<file path="src/rtl/i2c_ee_pkg.sv">
// Shared types for the two-wire paged memory slave.
package i2c_ee_pkg;
    // Bus-side protocol phase of the slave controller.
    typedef enum logic [2:0] {
        S_IDLE,    // waiting for START
        S_DEV,     // shifting in the device address byte
        S_WADDR,   // shifting in the word address byte
        S_WDATA,   // shifting in write data bytes
        S_ACK,     // holding SDA low during the ninth clock
        S_TX,      // shifting out a read byte
        S_RACK,    // sampling the master acknowledge after a read byte
        S_IGNORE   // released, waiting for START or STOP
    } ee_state_t;
endpackage

</file>
<file path="src/rtl/i2c_bus_events.sv">
// Bus condition detector.
// Registers the synchronised SCL/SDA levels once and reports SCL edges,
// START (SDA falls while SCL high) and STOP (SDA rises while SCL high).
// Assumes both inputs are already synchronised to clk.
module i2c_bus_events (
    input  logic clk,
    input  logic rst_n,
    input  logic scl,
    input  logic sda,
    output logic scl_rise,
    output logic scl_fall,
    output logic start_ev,
    output logic stop_ev
);
    logic scl_q;
    logic sda_q;

    // Previous-sample registers; the idle bus level is high.
    always_ff @(posedge clk) begin
        if (!rst_n) begin
            scl_q <= 1'b1;
            sda_q <= 1'b1;
        end else begin
            scl_q <= scl;
            sda_q <= sda;
        end
    end

    // Edge and condition decode from the current and previous samples.
    always_comb begin
        scl_rise = scl & ~scl_q;
        scl_fall = ~scl & scl_q;
        start_ev = scl & scl_q & sda_q & ~sda;
        stop_ev  = scl & scl_q & ~sda_q & sda;
    end
endmodule

</file>
<file path="src/rtl/ee_prog_timer.sv">
// Programming window timer.
// A kick loads PROG_CYCLES; busy stays high until the count runs out.
module ee_prog_timer #(
    parameter int PROG_CYCLES = 1000
) (
    input  logic clk,
    input  logic rst_n,
    input  logic kick,
    output logic busy
);
    localparam int CW = $clog2(PROG_CYCLES + 1);
    logic [CW-1:0] cnt_q;

    // Down-counter holding the remaining window length.
    always_ff @(posedge clk) begin
        if (!rst_n)           cnt_q <= '0;
        else if (kick)        cnt_q <= CW'(PROG_CYCLES);
        else if (cnt_q != '0) cnt_q <= cnt_q - 1'b1;
    end

    assign busy = (cnt_q != '0);
endmodule

</file>
<file path="src/rtl/ee_page_store.sv">
// Page buffer and byte store.
// Write data goes into a page buffer indexed by the low PW address bits.
// The upper bits are taken from the first byte of the page. A commit copies
// every valid buffer entry into the store in one clock. Reads see only
// committed contents. Assumes wr_en and commit never coincide.
module ee_page_store #(
    parameter int          AW     = 8,
    parameter int          PW     = 4,
    parameter logic [7:0]  ERASED = 8'hFF
) (
    input  logic          clk,
    input  logic          rst_n,
    input  logic          wr_en,
    input  logic [AW-1:0] wr_addr,
    input  logic [7:0]    wr_data,
    input  logic          commit,
    input  logic [AW-1:0] rd_addr,
    output logic [7:0]    rd_data,
    output logic          pending
);
    localparam int DEPTH = 1 << AW;
    localparam int PAGE  = 1 << PW;

    logic [7:0]      mem_q  [DEPTH];
    logic [7:0]      page_q [PAGE];
    logic [PAGE-1:0] valid_q;
    logic [AW-PW-1:0] base_q;

    // Page data capture; contents only matter where valid_q is set.
    always_ff @(posedge clk) begin
        if (wr_en) page_q[wr_addr[PW-1:0]] <= wr_data;
    end

    // Valid bits, page base and committed store.
    always_ff @(posedge clk) begin
        if (!rst_n) begin
            valid_q <= '0;
            base_q  <= '0;
            for (int i = 0; i < DEPTH; i++) mem_q[i] <= ERASED;
        end else if (commit) begin
            for (int i = 0; i < PAGE; i++)
                if (valid_q[i]) mem_q[{base_q, PW'(i)}] <= page_q[i];
            valid_q <= '0;
        end else if (wr_en) begin
            valid_q[wr_addr[PW-1:0]] <= 1'b1;
            if (valid_q == '0) base_q <= wr_addr[AW-1:PW];
        end
    end

    assign rd_data = mem_q[rd_addr];
    assign pending = |valid_q;

    // a commit always empties the page buffer.
    p_commit_clears_r6: assert property (@(posedge clk) disable iff (!rst_n)
        commit |=> !pending);
endmodule

</file>
<file path="src/rtl/i2c_ee_slave.sv">
// Two-wire paged memory slave, top level.
// Decodes the bus protocol, drives the open-drain pull-down enable, steps
// the address pointer and starts a programming window on a committing STOP.
// Assumes SCL/SDA are synchronised and every SCL level lasts several clocks.
module i2c_ee_slave #(
    parameter logic [6:0] DEV_ADDR    = 7'h50,
    parameter int         PROG_CYCLES = 1000,
    parameter int         AW          = 8,
    parameter int         PW          = 4
) (
    input  logic clk,
    input  logic rst_n,
    input  logic scl,
    input  logic sda_in,
    output logic sda_oe
);
    import i2c_ee_pkg::*;

    logic scl_rise, scl_fall, start_ev, stop_ev;
    logic busy, pending, commit, wr_en;
    logic [7:0] rd_data;

    ee_state_t     state_q, after_q;
    logic [3:0]    bit_cnt_q;
    logic [7:0]    shreg_q;
    logic [7:0]    tx_q;
    logic [AW-1:0] ptr_q;
    logic          m_ack_q;
    logic          oe_q;

    i2c_bus_events u_ev (
        .clk(clk), .rst_n(rst_n), .scl(scl), .sda(sda_in),
        .scl_rise(scl_rise), .scl_fall(scl_fall),
        .start_ev(start_ev), .stop_ev(stop_ev)
    );

    ee_prog_timer #(.PROG_CYCLES(PROG_CYCLES)) u_tmr (
        .clk(clk), .rst_n(rst_n), .kick(commit), .busy(busy)
    );

    ee_page_store #(.AW(AW), .PW(PW)) u_store (
        .clk(clk), .rst_n(rst_n),
        .wr_en(wr_en), .wr_addr(ptr_q), .wr_data(shreg_q),
        .commit(commit), .rd_addr(ptr_q), .rd_data(rd_data),
        .pending(pending)
    );

    // Strobes: buffer a completed data byte; commit on STOP with data.
    always_comb begin
        wr_en  = (state_q == S_WDATA) && scl_fall && (bit_cnt_q == 4'd8)
                 && !start_ev && !stop_ev;
        commit = stop_ev && pending;
    end

    // Protocol sequencer: shifting, acknowledge, read streaming.
    always_ff @(posedge clk) begin
        if (!rst_n) begin
            state_q   <= S_IDLE;
            after_q   <= S_IDLE;
            bit_cnt_q <= '0;
            shreg_q   <= '0;
            tx_q      <= '0;
            ptr_q     <= '0;
            m_ack_q   <= 1'b0;
            oe_q      <= 1'b0;
        end else if (start_ev) begin
            state_q   <= S_DEV;
            bit_cnt_q <= '0;
            oe_q      <= 1'b0;
        end else if (stop_ev) begin
            state_q   <= S_IDLE;
            oe_q      <= 1'b0;
        end else begin
            case (state_q)
                S_DEV, S_WADDR, S_WDATA: begin
                    if (scl_rise && bit_cnt_q < 4'd8) begin
                        shreg_q   <= {shreg_q[6:0], sda_in};
                        bit_cnt_q <= bit_cnt_q + 4'd1;
                    end else if (scl_fall && bit_cnt_q == 4'd8) begin
                        bit_cnt_q <= '0;
                        if (state_q == S_DEV) begin
                            if (shreg_q[7:1] == DEV_ADDR && !busy) begin
                                oe_q    <= 1'b1;
                                state_q <= S_ACK;
                                after_q <= shreg_q[0] ? S_TX : S_WADDR;
                            end else begin
                                state_q <= S_IGNORE;
                            end
                        end else if (state_q == S_WADDR) begin
                            ptr_q   <= shreg_q;
                            oe_q    <= 1'b1;
                            state_q <= S_ACK;
                            after_q <= S_WDATA;
                        end else begin
                            ptr_q[PW-1:0] <= ptr_q[PW-1:0] + 1'b1;
                            oe_q    <= 1'b1;
                            state_q <= S_ACK;
                            after_q <= S_WDATA;
                        end
                    end
                end
                S_ACK: begin
                    if (scl_fall) begin
                        bit_cnt_q <= '0;
                        state_q   <= after_q;
                        if (after_q == S_TX) begin
                            tx_q  <= rd_data;
                            ptr_q <= ptr_q + 1'b1;
                            oe_q  <= ~rd_data[7];
                        end else begin
                            oe_q  <= 1'b0;
                        end
                    end
                end
                S_TX: begin
                    if (scl_rise) begin
                        bit_cnt_q <= bit_cnt_q + 4'd1;
                    end else if (scl_fall) begin
                        if (bit_cnt_q == 4'd8) begin
                            oe_q    <= 1'b0;
                            state_q <= S_RACK;
                        end else begin
                            oe_q <= ~tx_q[3'd7 - bit_cnt_q[2:0]];
                        end
                    end
                end
                S_RACK: begin
                    if (scl_rise) begin
                        m_ack_q <= ~sda_in;
                    end else if (scl_fall) begin
                        bit_cnt_q <= '0;
                        if (m_ack_q) begin
                            state_q <= S_TX;
                            tx_q    <= rd_data;
                            ptr_q   <= ptr_q + 1'b1;
                            oe_q    <= ~rd_data[7];
                        end else begin
                            state_q <= S_IGNORE;
                        end
                    end
                end
                default: ;
            endcase
        end
    end

    assign sda_oe = oe_q;

    // the pull-down is switched on only while SCL is low.
    p_oe_on_scl_low_r10: assert property (@(posedge clk) disable iff (!rst_n)
        $rose(sda_oe) |-> !scl);

    // silent on the bus throughout the programming window.
    p_silent_when_busy_r7: assert property (@(posedge clk) disable iff (!rst_n)
        busy |-> !sda_oe);

    // a buffered byte advances the low pointer bits only.
    p_page_high_fixed_r4: assert property (@(posedge clk) disable iff (!rst_n)
        wr_en |=> (ptr_q[AW-1:PW] == $past(ptr_q[AW-1:PW])) &&
                  (ptr_q[PW-1:0] == $past(ptr_q[PW-1:0]) + 1'b1));

    // a programming window opens only right after a STOP.
    p_window_after_stop_r6: assert property (@(posedge clk) disable iff (!rst_n)
        $rose(busy) |-> $past(stop_ev));

    // a mismatching address byte is never acknowledged.
    p_mismatch_silent_r2: assert property (@(posedge clk) disable iff (!rst_n)
        (state_q == S_DEV && scl_fall && bit_cnt_q == 4'd8 &&
         shreg_q[7:1] != DEV_ADDR) |=> !sda_oe);

    // START restarts address reception with the line released.
    p_start_restarts_r11: assert property (@(posedge clk) disable iff (!rst_n)
        start_ev |=> (state_q == S_DEV) && !sda_oe);
endmodule

</file>
<file path="config.mk">
export PLATFORM = sky130hd
export DESIGN_NAME = i2c_ee_slave
export DESIGN_NICKNAME = d
export VERILOG_FILES = /design/src/rtl/i2c_ee_pkg.sv /design/src/rtl/i2c_bus_events.sv /design/src/rtl/ee_prog_timer.sv /design/src/rtl/ee_page_store.sv /design/src/rtl/i2c_ee_slave.sv
export SDC_FILE = /design/constraint.sdc
export NUM_CORES = 2
export LEC_CHECK = 0
export ABC_CLOCK_PERIOD_IN_PS = 3500
export BUFFER_PORTS_ARGS = -buffer_cell sky130_fd_sc_hd__buf_2
export CAP_MARGIN = 20
export CELL_PAD_IN_SITES_DETAIL_PLACEMENT = 0
export CELL_PAD_IN_SITES_GLOBAL_PLACEMENT = 1
export CORE_MARGIN = 2
export CORE_UTILIZATION = 35
export CTS_CLUSTER_DIAMETER = 40
export DETAILED_ROUTE_END_ITERATION = 10
export GPL_TIMING_DRIVEN = 0
export MAX_ROUTING_LAYER = met4
export PLACE_DENSITY = 0.6
export SETUP_SLACK_MARGIN = 0.2
export SLEW_MARGIN = 15
export SYNTH_ARGS = -nofsm -noshare
export SYNTH_HDL_FRONTEND = slang
export SYNTH_HIERARCHICAL = 1
export SYNTH_SLANG_ARGS = --single-unit
export TNS_END_PERCENT = 1
</file>
<file path="constraint.sdc">
create_clock -name clk -period 3.5 [get_ports clk]
set_input_delay 0.35 -clock clk [delete_from_list [all_inputs] [get_ports clk]]
set_output_delay 0.35 -clock clk [all_outputs]
set_load 0.05 [all_outputs]
</file>
==> parameters.txt <==
Parameter                              Value

Global routing
  Number of antenna violations at the first check in global routing ... 172
  Overall track demand over capacity in global routing ... 43.7%
  Met1 usage in global routing ... 50.5%
  Maximum number of pins on one net before global-route repair ... 21
  M3 GR Usage ... 18.1%
  Global Route met2 Usage ... 58.2%
  Gr ovfl total ... 0
  Most congested layer reported by global routing ... met2
  Global-route wire length before repair ... 803 mm
  Vias in the first global route ... 76,700

Setup path
  Worst-path cell chain ... nor2b_1 -> clkbuf_2 -> o221ai_1 -> a21oi_1 -> nor3_1 -> nor4_2 -> buf_4 -> mux2i_1 -> nor2_1
  Critical path arrival ... 4.88 ns
  Classification of the worst setup path ... register to register
  Critical Path Start Type ... register
  Peak fanout along the critical path ... 12
  Critical Path Sink Type ... register
  Worst Path Required ... 4.42 ns
  Cell with the largest stage delay on the worst path ... a21oi_1
  CP peak stage delay ... 0.76 ns

Timing
  Setup Viol. Count Final ... 354
  Final clock period utilization by the worst path ... 113%
  Worst-margin pin slew ... 1.41 ns
  Unrepaired setup endpoints after global routing ... yes
  Final worst setup slack ... -0.465 ns
  Max-slew headroom ... 5.90%
  Worst-case clock skew ... 0.0429 ns
  Sum of negative setup slack ... -23.72 ns
  Final critical delay including setup and external delays ... 3.96 ns
  Achievable Freq ... 252 MHz
  Smallest hold slack ... 0.246 ns
  Number of pins exceeding their max-slew limit in the final report ... 0
  Number of hold violations in the final report ... 0

Logic synthesis
  Area share of the largest cell type after synthesis ... 63.9%
  Async set-reset flop share out of synthesis ... 0%
  Count of flip-flops with a built-in enable after synthesis ... 2,176
  Post-Synthesis Mean Instance Area ... 14.7 µm²
  Largest cells by area after synthesis ... edfxtp_1, or3_1, mux4_2
  Biggest area consumer among synthesized cells ... edfxtp_1
  Post-synthesis register bit count ... 2,244
  Sequential cell area fraction in the yosys report ... 65.2%
  Mapped Nets ... 6,952
  Main flop type after synthesis ... edfxtp_1
  Ys Warns ... 6
  Post-synthesis cell count ... 6,945
  Count of unique library cells instantiated by Yosys ... 93
  Post-synthesis instance area ... 102,000 µm²

Clock network
  Cell at the root of the clock tree ... clkbuf_16
  Clock latency on the worst-skew pair ... 1.00 ns
  Buffers from clock root to sink, at most ... 4
  Clk sinks ... 2,244
  TritonCTS clock tree ... yes
  Clock buffer count from CTS ... 389
  Clock slew at the register clock pins of the worst setup and hold paths ... 0.06 ns
  CTS H-tree lvls ... 5

Detailed routing
  Number of detailed-routing iterations run before antenna repair ... 6
  Starting DRT DRC Count ... 16,600
  Vias per std cell ... 6.86
  Final antenna-violating net count ... 0
  Final Routed Wirelength ... 637 mm
  Total DRC errors in the routed layout ... 0
  Number of vias in the routed layout ... 82,900
  Routed wire per std cell ... 52.7 µm

Pwr
  Leakage ... 39.9 nW
  Power Dens Cells ... 558 nW/µm²
  Register share of total power ... 42.7%
  Net load switching power ... 17.0 mW
  Combinational share of power ... 3.6%
  Final Power ... 72.9 mW
  VDD IR max ... 391 µV
  Share of total power consumed by net switching ... 23.4%
  Clock network power share ... 53.7%
  Internal power consumption ... 55.8 mW

Place
  Routability congestion estimate from global placement ... 1.12
  Port-buffer cells ... 4
  HPWL reported at the end of detailed placement ... 453 mm
  Placed Instance Area ... 110,000 µm²
  Cell total after placement ... 11,000

Die
  Area of the die ... 296,000 µm²
  Core area ... 291,000 µm²
  Die width ... 545 µm
  Starting density of the core ... 35.2%
  FP Rows ... 198
  Die H ... 545 µm
  Total I/O pin count ... 5

Run status
  Status ... finished with violations
  Violations in the final reports ... setup timing

Min path
  Worst hold path type ... input port to register

Job
  MaxCap Viol Count ... 0

Cells and area
  Fraction of final layout cells sized beyond drive strength 1 ... 27.9%
  Number of standard cells in the final layout excluding fillers ... 12,100
  Commonest non-fill, non-tap cells in the layout ... edfxtp_1, or3_1, clkbuf_1
  Count of fill cells added during filler insertion ... 26,000
  Most common cell after layout, fill and taps aside ... edfxtp_1
  Sequential cell area ... 66,700 µm²
  NumNets Final ... 7,769
  Area occupied by multi-input gates ... 34,400 µm²
  Summed area of non-filler cells in the final layout ... 131,000 µm²
  Synth-to-Final Area Change ... 27.8%
==> registers in the layout, indices dropped and copies added, names as in the netlist <==
register,cells
after_q,3
bit_cnt_q,4
m_ack_q,1
ptr_q,8
sda_oe,1
shreg_q,8
state_q,3
tx_q,8
u_ev/scl_q,1
u_ev/sda_q,1
u_store/base_q,4
u_store/mem_q,2048
u_store/page_q,128
u_store/valid_q,16
u_tmr/cnt_q,10
==> critical path: cells and delay by family (launching register included) <==
kind / cells / cell delay, ns
AO/OA/AOI/OAI: 2 / 1.20
flip-flops: 1 / 0.72
AND/OR/NAND/NOR: 4 / 0.85
buffers and inverters: 2 / 1.00
multiplexers: 1 / 0.09
==> path summary, 6_finish.rpt <==
path | start | end | slack [ns] | cells after the start
worst min register to register | tx_q[4]$_SDFFE_PN0P_ | tx_q[4]$_SDFFE_PN0P_ | 0.49 | 2
worst max register to register | ptr_q[5]$_SDFFE_PN0P_ | tx_q[3]$_SDFFE_PN0P_ | -0.46 | 9
worst min-delay path | sda_in | shreg_q[0]$_SDFFE_PN0P_ | 0.25 | 4
worst max-delay path | ptr_q[5]$_SDFFE_PN0P_ | tx_q[3]$_SDFFE_PN0P_ | -0.46 | 9
==> metal layers <==
layer	share of wire (%)	wire length (µm)
met2	40	255000
met4	11	71100
met3	16	102000
met5	0	0
met1	33	209000
==> cells by family (layout without fill, tap and decap cells) <==
family | count (synthesis) | after routing | synth area share, %
compound gates | 761 | 761 | 4.82
xor+xnor | 1 | 1 | 0.00857
fa+ha+maj | 3 | 3 | 0.0367
buf+inv | 870 | 2015 | 3.83
flops | 2244 | 2244 | 65.2
mux | 634 | 634 | 11.5
other cells | 0 | 85 | 0
simple gates | 2432 | 2432 | 14.6
==> Yosys cell counts (7+ instances only) <==
library cell and instances:
edfxtp_1 2176, or3_1 2052, clkbuf_1 699, mux4_2 410, o21ai_0 294, mux2i_1 202, a22oi_1 111, a21oi_1 90
nand2_1 87, dfxtp_1 68, nor2_1 67, buf_2 58, o221ai_1 40, nor3_1 38, a221oi_1 36, o22ai_1 33
nand3_1 32, buf_4 30, a22o_1 28, nor2b_1 28, buf_6 27, nor4_1 25, nand2b_1 23, a31oi_1 21
buf_1 19, o21a_1 18, mux4_1 16, inv_1 14, buf_8 12, and3_1 11, nand3b_1 11, a211oi_1 10
and2_1 10, buf_12 8, o31ai_1 8, o32ai_1 8, or2_2 7
==> cell type report <==
type	instances	area share (%)
timing repair buffer	428	3.67
clock buffer	439	7.64
antenna	85	0.163
sequential	2244	51.1
inverter	15	0.0460
tap	3900	3.74
clock inverter	280	2.51
buffer	853	4.84
multi-input combinational	3831	26.3
==> per-stage QoR <==
stage | util, % | setup slack [ns]
floorplan | - | 0.559
global placement | 36.8 | -5.55
detailed placement | 37.7 | -3.09
CTS | 44.3 | -0.224
global route | 44.9 | -0.294
finish | 44.9 | -0.465
==> power by group through the flow <==
stage	logic, mW	clock network, mW	registers (mW)
floorplan	1.19	0	31.4
global placement	2.19	0	31.6
detailed placement	2.36	0	31.6
CTS	2.47	39.0	31.1
global route	2.60	40.2	31.2
finish	2.61	39.1	31.1
==> repair_timing <==
| item | in CTS | in global routing |
|---|---|---|
| hold endpoints to repair | 18 | 0 |
| buffers inserted | 153 | 68 |
| gates resized for setup | 1016 | 260 |
| hold buffers | 5 | 0 |
| pin swaps | 49 | 43 |
| cloned | 2 | 1 |
| setup endpoints to repair | 4148 | 2808 |
Note: power is estimated with default switching activity, not from simulation.
